### src/rtl/hs_pkg.sv
package hs_pkg;
   localparam int HS_MIN_SYNC = 2;

   function automatic bit hs_is_pow2(input int unsigned v);
      return (v != 0) && ((v & (v - 1)) == 0);
   endfunction
endpackage

### src/rtl/hs_sync_edge.sv
module hs_sync_edge #(
   parameter int NUM_CH      = 16,
   parameter int SYNC_STAGES = 2
) (
   input  logic              clk,
   input  logic              rst_n,
   input  logic [NUM_CH-1:0] lines,
   output logic [NUM_CH-1:0] rise
);
   localparam int SH_W = SYNC_STAGES + 1;

   for (genvar g = 0; g < NUM_CH; g++) begin : g_ch
      logic [SH_W-1:0] sh_q;
      always_ff @(posedge clk or negedge rst_n) begin
         if (!rst_n) sh_q <= '0;
         else        sh_q <= {sh_q[SH_W-2:0], lines[g]};
      end
      assign rise[g] = sh_q[SYNC_STAGES-1] & ~sh_q[SYNC_STAGES];
   end
endmodule

### src/rtl/hs_capture.sv
module hs_capture #(
   parameter int NUM_CH = 16,
   parameter int TS_W   = 16,
   localparam int CH_W  = $clog2(NUM_CH)
) (
   input  logic              clk,
   input  logic              rst_n,
   input  logic [NUM_CH-1:0] rise,
   input  logic              acq_en,
   input  logic [TS_W-1:0]   now,
   input  logic              fifo_full,
   output logic              push,
   output logic [CH_W-1:0]   push_chan,
   output logic [TS_W-1:0]   push_time,
   output logic              drop
);
   logic [NUM_CH-1:0] pend_q;
   logic [NUM_CH-1:0] hit, clr, collide;
   logic [TS_W-1:0]   stamp_q [NUM_CH];
   logic              sel_valid;
   logic [CH_W-1:0]   sel_idx;

   always_comb begin
      sel_valid = |pend_q;
      sel_idx   = '0;
      for (int i = NUM_CH - 1; i >= 0; i--) begin
         if (pend_q[i]) sel_idx = CH_W'(i);
      end
   end

   assign push      = sel_valid & ~fifo_full;
   assign push_chan = sel_idx;
   assign push_time = stamp_q[sel_idx];

   for (genvar g = 0; g < NUM_CH; g++) begin : g_slot
      assign hit[g]     = rise[g] & acq_en;
      assign clr[g]     = sel_valid && (sel_idx == CH_W'(g));
      assign collide[g] = hit[g] & pend_q[g] & ~clr[g];

      always_ff @(posedge clk or negedge rst_n) begin
         if (!rst_n) begin
            pend_q[g]  <= 1'b0;
            stamp_q[g] <= '0;
         end else begin
            pend_q[g] <= (pend_q[g] & ~clr[g]) | hit[g];
            if (hit[g] && !collide[g]) stamp_q[g] <= now;
         end
      end
   end

   assign drop = (sel_valid & fifo_full) | (|collide);
endmodule

### src/rtl/hs_fifo.sv
module hs_fifo #(
   parameter int WIDTH = 20,
   parameter int DEPTH = 16,
   localparam int AW   = $clog2(DEPTH)
) (
   input  logic             clk,
   input  logic             rst_n,
   input  logic             wr,
   input  logic [WIDTH-1:0] wdata,
   input  logic             rd,
   output logic [WIDTH-1:0] rdata,
   output logic             empty,
   output logic             full
);
   logic [WIDTH-1:0] mem [DEPTH];
   logic [AW-1:0]    wptr_q, rptr_q;
   logic [AW:0]      cnt_q;
   logic             do_wr, do_rd;

   assign empty = (cnt_q == '0);
   assign full  = (cnt_q == (AW+1)'(DEPTH));
   assign do_wr = wr & ~full;
   assign do_rd = rd & ~empty;
   assign rdata = mem[rptr_q];

   always_ff @(posedge clk) begin
      if (do_wr) mem[wptr_q] <= wdata;
   end

   always_ff @(posedge clk or negedge rst_n) begin
      if (!rst_n) begin
         wptr_q <= '0;
         rptr_q <= '0;
         cnt_q  <= '0;
      end else begin
         if (do_wr) wptr_q <= wptr_q + 1'b1;
         if (do_rd) rptr_q <= rptr_q + 1'b1;
         case ({do_wr, do_rd})
            2'b10:   cnt_q <= cnt_q + 1'b1;
            2'b01:   cnt_q <= cnt_q - 1'b1;
            default: cnt_q <= cnt_q;
         endcase
      end
   end
endmodule

### src/rtl/hit_stamp_top.sv
module hit_stamp_top #(
   parameter int NUM_CH      = 16,
   parameter int TS_W        = 16,
   parameter int FIFO_DEPTH  = 16,
   parameter int SYNC_STAGES = 2,
   localparam int CH_W       = $clog2(NUM_CH),
   localparam int REC_W      = CH_W + TS_W
) (
   input  logic              clk,
   input  logic              rst_n,
   input  logic              acq_en,
   input  logic              spill_start,
   input  logic [NUM_CH-1:0] disc_in,
   input  logic              rec_ready,
   output logic              rec_valid,
   output logic [CH_W-1:0]   rec_chan,
   output logic [TS_W-1:0]   rec_time,
   output logic              overflow
);
   import hs_pkg::*;

   if (SYNC_STAGES < HS_MIN_SYNC) begin : g_bad_sync
      $error("SYNC_STAGES below minimum");
   end
   if (!hs_is_pow2(FIFO_DEPTH)) begin : g_bad_depth
      $error("FIFO_DEPTH must be a power of two");
   end
   if (NUM_CH < 2 || TS_W < 2) begin : g_bad_width
      $error("NUM_CH and TS_W must be at least 2");
   end

   logic [NUM_CH-1:0] rise;
   logic [TS_W-1:0]   time_q;
   logic              push, drop, fifo_full, fifo_empty;
   logic [CH_W-1:0]   push_chan;
   logic [TS_W-1:0]   push_time;
   logic [REC_W-1:0]  head;

   always_ff @(posedge clk or negedge rst_n) begin
      if (!rst_n)           time_q <= '0;
      else if (spill_start) time_q <= '0;
      else                  time_q <= time_q + 1'b1;
   end

   always_ff @(posedge clk or negedge rst_n) begin
      if (!rst_n)           overflow <= 1'b0;
      else if (spill_start) overflow <= 1'b0;
      else if (drop)        overflow <= 1'b1;
   end

   hs_sync_edge #(.NUM_CH(NUM_CH), .SYNC_STAGES(SYNC_STAGES)) u_sync (
      .clk(clk), .rst_n(rst_n), .lines(disc_in), .rise(rise)
   );

   hs_capture #(.NUM_CH(NUM_CH), .TS_W(TS_W)) u_cap (
      .clk(clk), .rst_n(rst_n), .rise(rise), .acq_en(acq_en), .now(time_q),
      .fifo_full(fifo_full), .push(push), .push_chan(push_chan),
      .push_time(push_time), .drop(drop)
   );

   hs_fifo #(.WIDTH(REC_W), .DEPTH(FIFO_DEPTH)) u_fifo (
      .clk(clk), .rst_n(rst_n), .wr(push), .wdata({push_chan, push_time}),
      .rd(rec_valid & rec_ready), .rdata(head), .empty(fifo_empty),
      .full(fifo_full)
   );

   assign rec_valid = ~fifo_empty;
   assign rec_chan  = head[REC_W-1:TS_W];
   assign rec_time  = head[TS_W-1:0];
endmodule

### config.mk
export PLATFORM = sky130hd
export DESIGN_NAME = hit_stamp_top
export DESIGN_NICKNAME = d
export VERILOG_FILES = /design/src/rtl/hs_pkg.sv /design/src/rtl/hs_sync_edge.sv /design/src/rtl/hs_capture.sv /design/src/rtl/hs_fifo.sv /design/src/rtl/hit_stamp_top.sv
export SDC_FILE = /design/constraint.sdc
export NUM_CORES = 1
export LEC_CHECK = 0
export ABC_AREA = 1
export BUFFER_PORTS_ARGS = -buffer_cell sky130_fd_sc_hd__buf_2
export CORE_ASPECT_RATIO = 2
export CORE_UTILIZATION = 35
export CTS_CLUSTER_DIAMETER = 200
export DETAILED_ROUTE_END_ITERATION = 10
export GPL_ROUTABILITY_DRIVEN = 1
export PLACE_DENSITY_LB_ADDON = 0.12
export REMOVE_ABC_BUFFERS = 1
export SETUP_SLACK_MARGIN = 0.05
export SYNTH_ARGS = -nofsm -noshare
export SYNTH_HDL_FRONTEND = slang
export SYNTH_SLANG_ARGS = --single-unit
### constraint.sdc
create_clock -name clk -period 6.85 [get_ports clk]
set_input_delay 1.37 -clock clk [delete_from_list [all_inputs] [get_ports clk]]
set_output_delay 1.37 -clock clk [all_outputs]
set_load 0.005 [all_outputs]
==> impl_results.md, run 1 <==
- Most used standard cell by instance count after synthesis: nand2_1
- Clock slew at the register clock pins of the worst setup and hold paths: 0.07 ns
- TritonCTS Buffers: 60
- Fmax achieved: 217.7 MHz
- Resized cells post-CTS: 0
- Buffers and inverters on the worst path: 3
- Length in cells of the worst reg-to-reg path: 23
- Cell leakage power: 12.89 nW
- Mean area per synthesized cell: 10.40 sq um
- Proportion of netlist area held by the largest area contributor: 0.3390
- Worst Path Arrival: 3.22 ns
- Final count of hold timing violations: 0
- Overall die width: 203.2 um
- Total of hold buffers inserted after clock tree synthesis: 0
- Clk Tree Root Cell: clkbuf_16
- Main area contributors after synthesis: edfxtp_1 34%, dfrtp_1 31%, nand2_1 9.2%
- Starting density of the core: 0.3534
- First-pass GRT wire length: 120100 um
- Vert. Die Dim: 404.4 um
- Number of enable flip-flop cells after synthesis: 320
- Warnings, synthesis: 0
- Clk_lat worst skew: 0.62 ns
- CTS sink count: 670
- #FFs+latches synth: 670
- Share of cells above drive strength 1: 0.09267
- Setup violators final: 0
- Fill cell count: 7972
- Mapped cell area: 28340 sq um
- Cell variety after synth: 45
- Buffers inserted during post-CTS setup optimization: 0
- Delay contributed by the slowest stage of the critical path: 0.72 ns
- Top fanout value on the critical path: 62
- Transition at the pin with the smallest max-transition slack: 1.173 ns
- Signed area change from the synthesized netlist to the final layout: 11.29%
- Antenna diodes: 0
- Net count reported at finish: 2728
- Run status: complete, no violations
- Cells along the critical path: clkinv_2, buf_4, nor2_1, o32ai_1, o211ai_1, nand2_1, buf_2
- Worst slew slack as a fraction of its limit: 0.2152
- Die Area: 82190 sq um
- Routed WL per cell: 20.36 um
- Initial DRT Pass Iterations: 5
- Commonest register cell after synthesis: dfrtp_1
- WL final: 77060 um
- Number of gates on the worst path with buffers counted: 7
- Standard cell area after detailed placement: 29460 sq um
- Gr ovfl total: 0
- Placed Cells: 3677
- Sequential cell area fraction in the yosys report: 0.6480
- Setup crit start kind: register
- Total number of vias: 19310
- Critical Setup Path Class: register to output port
- Maxcap violations: 0
- Number of pins exceeding their max-slew limit in the final report: 0
- Std-Cell Core Area: 80190 sq um
- Number of standard cells in the final layout excluding fillers: 3784
- Critical Path Start: u_fifo.rptr_q[0]
- Antenna violations before repair: 0
- Top cell types by occurrence after synthesis: 691 x nand2_1, 350 x dfrtp_1, 320 x edfxtp_1
- Post-Synthesis Cells: 2725
- Kind of path behind the tightest hold check: register to register
- 1st-iter DRT viols: 1194
- Proportion of register bits with asynchronous set or reset after synthesis: 0.5224
- Worst EP required: 5.48 ns
- Weighted congestion at the end of routability-driven global placement: 0.7938
- Final Instance Area: 31540 sq um
- Number of buffers added on ports: 42
- Family with the most delay on the worst path: buffers and inverters
- Power per cell area: 374.9 nW/um^2
- Peak supply drop: 0.0002543 V
- Via density: 5.104
- Io pins: 43
- Maximum number of pins on one net before global-route repair: 151
- Endpoint of the most critical setup path: rec_time[5]
- Longest Clk Path Bufs: 3
- Row count: 147
- Worst clock skew on the final layout: 0.01428 ns
- CTS tree: done
- Period minus WS final: 4.594 ns
- Setup repair after global routing missed its margin: no
- Endpoint class of the critical path: output port
- Via count of the first global-routing pass: 19650
- Endpoint of the worst register-to-register path: u_fifo.mem[11][0]
- Detailed placement HPWL: 46900 um
- Number of levels the H-tree was split into: 2
- Global routing usage summed across all routing layers: 0.1908
- Detail Route Antenna Nets: 0
- Remaining routing DRC violations: 0
- R2r setup slk: 2.88 ns
- Final Cycle Share: 0.6707
- Crit Reg-Reg Startpoint: u_cap.pend_q[14]
- Cell taking the most area after synthesis: edfxtp_1
- Slowest stage cell, crit path: buf_4
[cell families after synthesis]
group,Yosys count,synth area share
XOR/XNOR,8,0.002472
buffers and inverters,337,0.05121
AO/OA/AOI/OAI,459,0.09690
adder cells (fa/ha/maj),11,0.005121
multiplexers,63,0.02225
flip-flops,670,0.6480
AND/OR/NAND/NOR,1177,0.1740
[state kept, by name (all words and copies together) (netlist names)]
register / flops
u_fifo.wptr_q: 4
u_fifo.mem: 320
u_fifo.rptr_q: 4
u_fifo.cnt_q: 5
u_cap.stamp_q: 256
u_cap.pend_q: 16
time_q: 16
u_sync.g_ch.sh_q: 48
overflow: 1
[routing by layer]
metal	part of all wire	GRT usage	vias to the layer above
met1	0.40	0.2186	9650
met5	0	0	-
li1	-	-	9210
met4	0.027	0.05936	0
met2	0.55	0.3677	339
met3	0.026	0.01633	114
[where the power goes]
group / switching [W] / internal [W] / total [W]
combinational: 0.00230 / 0.000844 / 0.00314
clock: 0.00153 / 0.00210 / 0.00362
sequential: 0.000257 / 0.00480 / 0.00506
total: 0.00409 / 0.00774 / 0.0118
[placed cells by master (no fill, tap or decap), types with 12 or more instances in the layout]
cell and count:
mux2i_1 63, o211ai_1 13, inv_1 155, o221ai_1 63, nor3_1 14, nor2_1 178
o32ai_1 13, o21ai_2 25, nor2_2 17, nand2_1 691, clkinv_2 12, clkbuf_16 61
dfrtp_1 347, o21ai_0 275, nand3b_1 16, buf_4 39, edfxtp_1 320, nand3_1 222
o21ai_1 47, buf_2 41
[through the flow]
step                  util  worst slack [ns]  total power [W]  setup TNS (ns)  hold WS (ns)
finish              0.3934             2.256          0.01183               0        0.3481
global route        0.3934             2.026          0.01244               0        0.3553
CTS                 0.3934             2.168          0.01202               0        0.3495
detailed placement  0.3673             2.850         0.008368               0        0.3347
global placement    0.3673             2.844         0.008315               0        0.3325
floorplan                -           -0.2571         0.006945          -4.832        0.3312
[cell type report]
| class | instances | area (sq um) | share of cell area |
|---|---|---|---|
| flip-flops and latches | 670 | 18380 | 0.5826 |
| multi-input cells | 1718 | 8577 | 0.2719 |
| clock buffers | 80 | 1688 | 0.05351 |
| well taps | 1043 | 1305 | 0.04137 |
| inverters | 161 | 606.8 | 0.01924 |
| repair buffers | 85 | 593.1 | 0.01880 |
| clock inverters | 27 | 397.9 | 0.01261 |
[worst min-delay path by stage]
stage | from | end | slack, ns | cells after the start
finish | u_sync.g_ch[1].sh_q[0] | u_sync.g_ch[1].sh_q[1] | 0.35 | 0
global route | u_sync.g_ch[14].sh_q[0] | u_sync.g_ch[14].sh_q[1] | 0.36 | 0
CTS | u_sync.g_ch[1].sh_q[0] | u_sync.g_ch[1].sh_q[1] | 0.35 | 0
detailed placement | u_sync.g_ch[1].sh_q[0] | u_sync.g_ch[1].sh_q[1] | 0.33 | 0
global placement | u_sync.g_ch[9].sh_q[0] | u_sync.g_ch[9].sh_q[1] | 0.33 | 0
floorplan | u_sync.g_ch[0].sh_q[0] | u_sync.g_ch[0].sh_q[1] | 0.33 | 0
Power figures use the tool's default switching activity.
==> run 2: changes to the inputs <==
==> constraint.sdc (replaced) <==
create_clock -name clk -period 4 [get_ports clk]
set_input_delay 0.8 -clock clk [delete_from_list [all_inputs] [get_ports clk]]
set_output_delay 0.8 -clock clk [all_outputs]
set_load 0.005 [all_outputs]
==> run 2 against run 1 <==
Clock power grew 69%. Power grew 73%. Final cell count up 0.92%. Largest cell class unchanged. Critical path depth fell by 1. Critical path type unchanged. Cell area is 1.1% higher. Sequential power is 70% higher. Register-to-register slack worse by 2.4 ns. Worst setup slack got worse by 1.9 ns. Core utilization is 0.44 points higher. First-iteration DRC count is 29% higher.
==> impl_results.md, run 2 (synthesis gave the netlist of run 1 again) <==
- Flop pwr share: 0.420
- Portion of total power attributed to the clock network: 0.299
- WL final: 77910 um
- Resized cells post-CTS: 0
- 1st-iter DRT viols: 1542
- Worst hold slack: 0.1895 ns
- Overall die width: 203.2 um
- Area occupied by registers: 18380 sq um
- Worst clock skew on the final layout: 0.01737 ns
- Area used by multi-input combinational logic: 8577 sq um
- Vert. Die Dim: 404.4 um
- Power per cell area: 640.1 nW/um^2
- Via count of the first global-routing pass: 19980
- Signed area change from the synthesized netlist to the final layout: 12.55%
- Worst EP required: 3.20 ns
- Total Power Consumption: 0.02042 W
- Detail Route Antenna Nets: 0
- Via density: 5.087
- Weighted congestion at the end of routability-driven global placement: 0.8011
- Cell leakage power: 13.07 nW
- Maxcap violations: 0
- Commonest non-fill, non-tap cell in the layout: nand2_1
- Switching Share: 0.3477
- Fmax achieved: 277.9 MHz
- Kind of path behind the tightest hold check: input pin to async pin
- TritonCTS Buffers: 61
- Row count: 147
- Clk Tree Root Cell: clkbuf_16
- Setup violators final: 0
- Antenna diodes: 0
- Setup repair after global routing missed its margin: no
- CTS sink count: 670
- Post-Route Setup TNS: 0 ns
- Worst Path Arrival: 2.80 ns
- Buffers inserted during post-CTS setup optimization: 0
- Critical Setup Path Class: register to output port
- Std-Cell Core Area: 80190 sq um
- Peak supply drop: 0.0006197 V
- Total of hold buffers inserted after clock tree synthesis: 0
- Final Cycle Share: 0.8996
- Number of pins exceeding their max-slew limit in the final report: 0
- Maximum number of pins on one net before global-route repair: 163
- Registers with the most flip-flops: u_fifo.mem x320, u_cap.stamp_q x256, u_sync.g_ch.sh_q x48
- Global routing usage summed across all routing layers: 0.1932
- Setup crit start kind: register
- Die Area: 82190 sq um
- Reported net switching power: 0.007101 W
- Final count of hold timing violations: 0
- Period minus WS final: 3.599 ns
- Endpoint class of the critical path: output port
- Top fanout value on the critical path: 162
- CTS tree: done
- Run status: complete, no violations
- Fill cell count: 7859
- Share of cells above drive strength 1: 0.1012
- Net count reported at finish: 2755
- Final Instance Area: 31900 sq um
- Number of buffers added on ports: 42
- Antenna violations before repair: 0
- Total internal power: 0.01332 W
- Detailed placement HPWL: 48730 um
- Longest Clk Path Bufs: 3
- Length in cells of the worst reg-to-reg path: 24
- Transition at the pin with the smallest max-transition slack: 1.096 ns
- Commonest non-fill, non-tap cells in the layout: 691 x nand2_1, 347 x dfrtp_1, 320 x edfxtp_1
- R2r setup slk: 0.52 ns
- Routed WL per cell: 20.40 um
- Share of power burned in combinational logic: 0.281
- Remaining routing DRC violations: 0
- Standard cell area after detailed placement: 29810 sq um
- Number of levels the H-tree was split into: 2
- Initial DRT Pass Iterations: 7
- Starting density of the core: 0.3534
- Total number of vias: 19430
- Most flops, register: u_fifo.mem
- Worst slew slack as a fraction of its limit: 0.2696
- Io pins: 43
- Flip-flop count of the largest register, all copies and words added: 320
- Clock slew at the register clock pins of the worst setup and hold paths: 0.07 ns
- First-pass GRT wire length: 121100 um
- Gr ovfl total: 0
- Clk_lat worst skew: 0.63 ns
- Share of the core filled with cells in the final layout: 0.3978
run 2: power groups by stage:
stage / clock network, W / logic, W / registers, W
finish: 0.00610 / 0.00574 / 0.00858
global route: 0.00650 / 0.00630 / 0.00865
CTS: 0.00626 / 0.00589 / 0.00858
detailed placement: 0 / 0.00588 / 0.00872
global placement: 0 / 0.00583 / 0.00869
floorplan: 0 / 0.00296 / 0.00893
run 2: layout make-up:
type | instances | share of cell area
Clock buffer | 93 | 0.05695
Clock inverter | 23 | 0.008394
Inverter | 161 | 0.01898
Multi-Input combinational cell | 1718 | 0.2689
Sequential cell | 670 | 0.5761
Tap cell | 1043 | 0.04091
Timing Repair Buffer | 111 | 0.02981
run 2: final timing paths:
kind                                   startpoint                endpoint
setup / recovery                 u_fifo.rptr_q[0]            rec_time[10]
setup reg to reg                 u_cap.pend_q[14]      u_fifo.mem[13][12]
min in group clk                       disc_in[8]  u_sync.g_ch[8].sh_q[0]
hold / removal                              rst_n      u_cap.stamp_q[111]
hold reg to reg            u_sync.g_ch[7].sh_q[0]  u_sync.g_ch[7].sh_q[1]
max in group asynchronous                   rst_n      u_cap.stamp_q[141]
run 2: through the flow:
step	instances	setup WS [ns]
3_5_place_dp	3703	0.5236
2_1_floorplan	2549	-2.537
6_report	3819	0.4014
5_1_grt	3819	0.1523
4_1_cts	3819	0.3633
3_3_place_gp	3703	0.4663
run 2: worst max-delay path, stage by stage, from the launching register on:
cell	delay (ns)
dfrtp_4	0.44
buf_12	0.55
mux2i_1	0.29
o22ai_1	0.10
o221ai_1	0.18
nand2_1	0.16
buf_2	0.17
run 2: routing by layer:
metal / track usage / wire length [um] / up-vias
met5: 0 / 0 / -
met3: 0.01834 / 2528 / 136
met2: 0.3681 / 42390 / 397
met4: 0.06609 / 2485 / 0
li1: - / - / 9277
met1: 0.2214 / 30510 / 9619
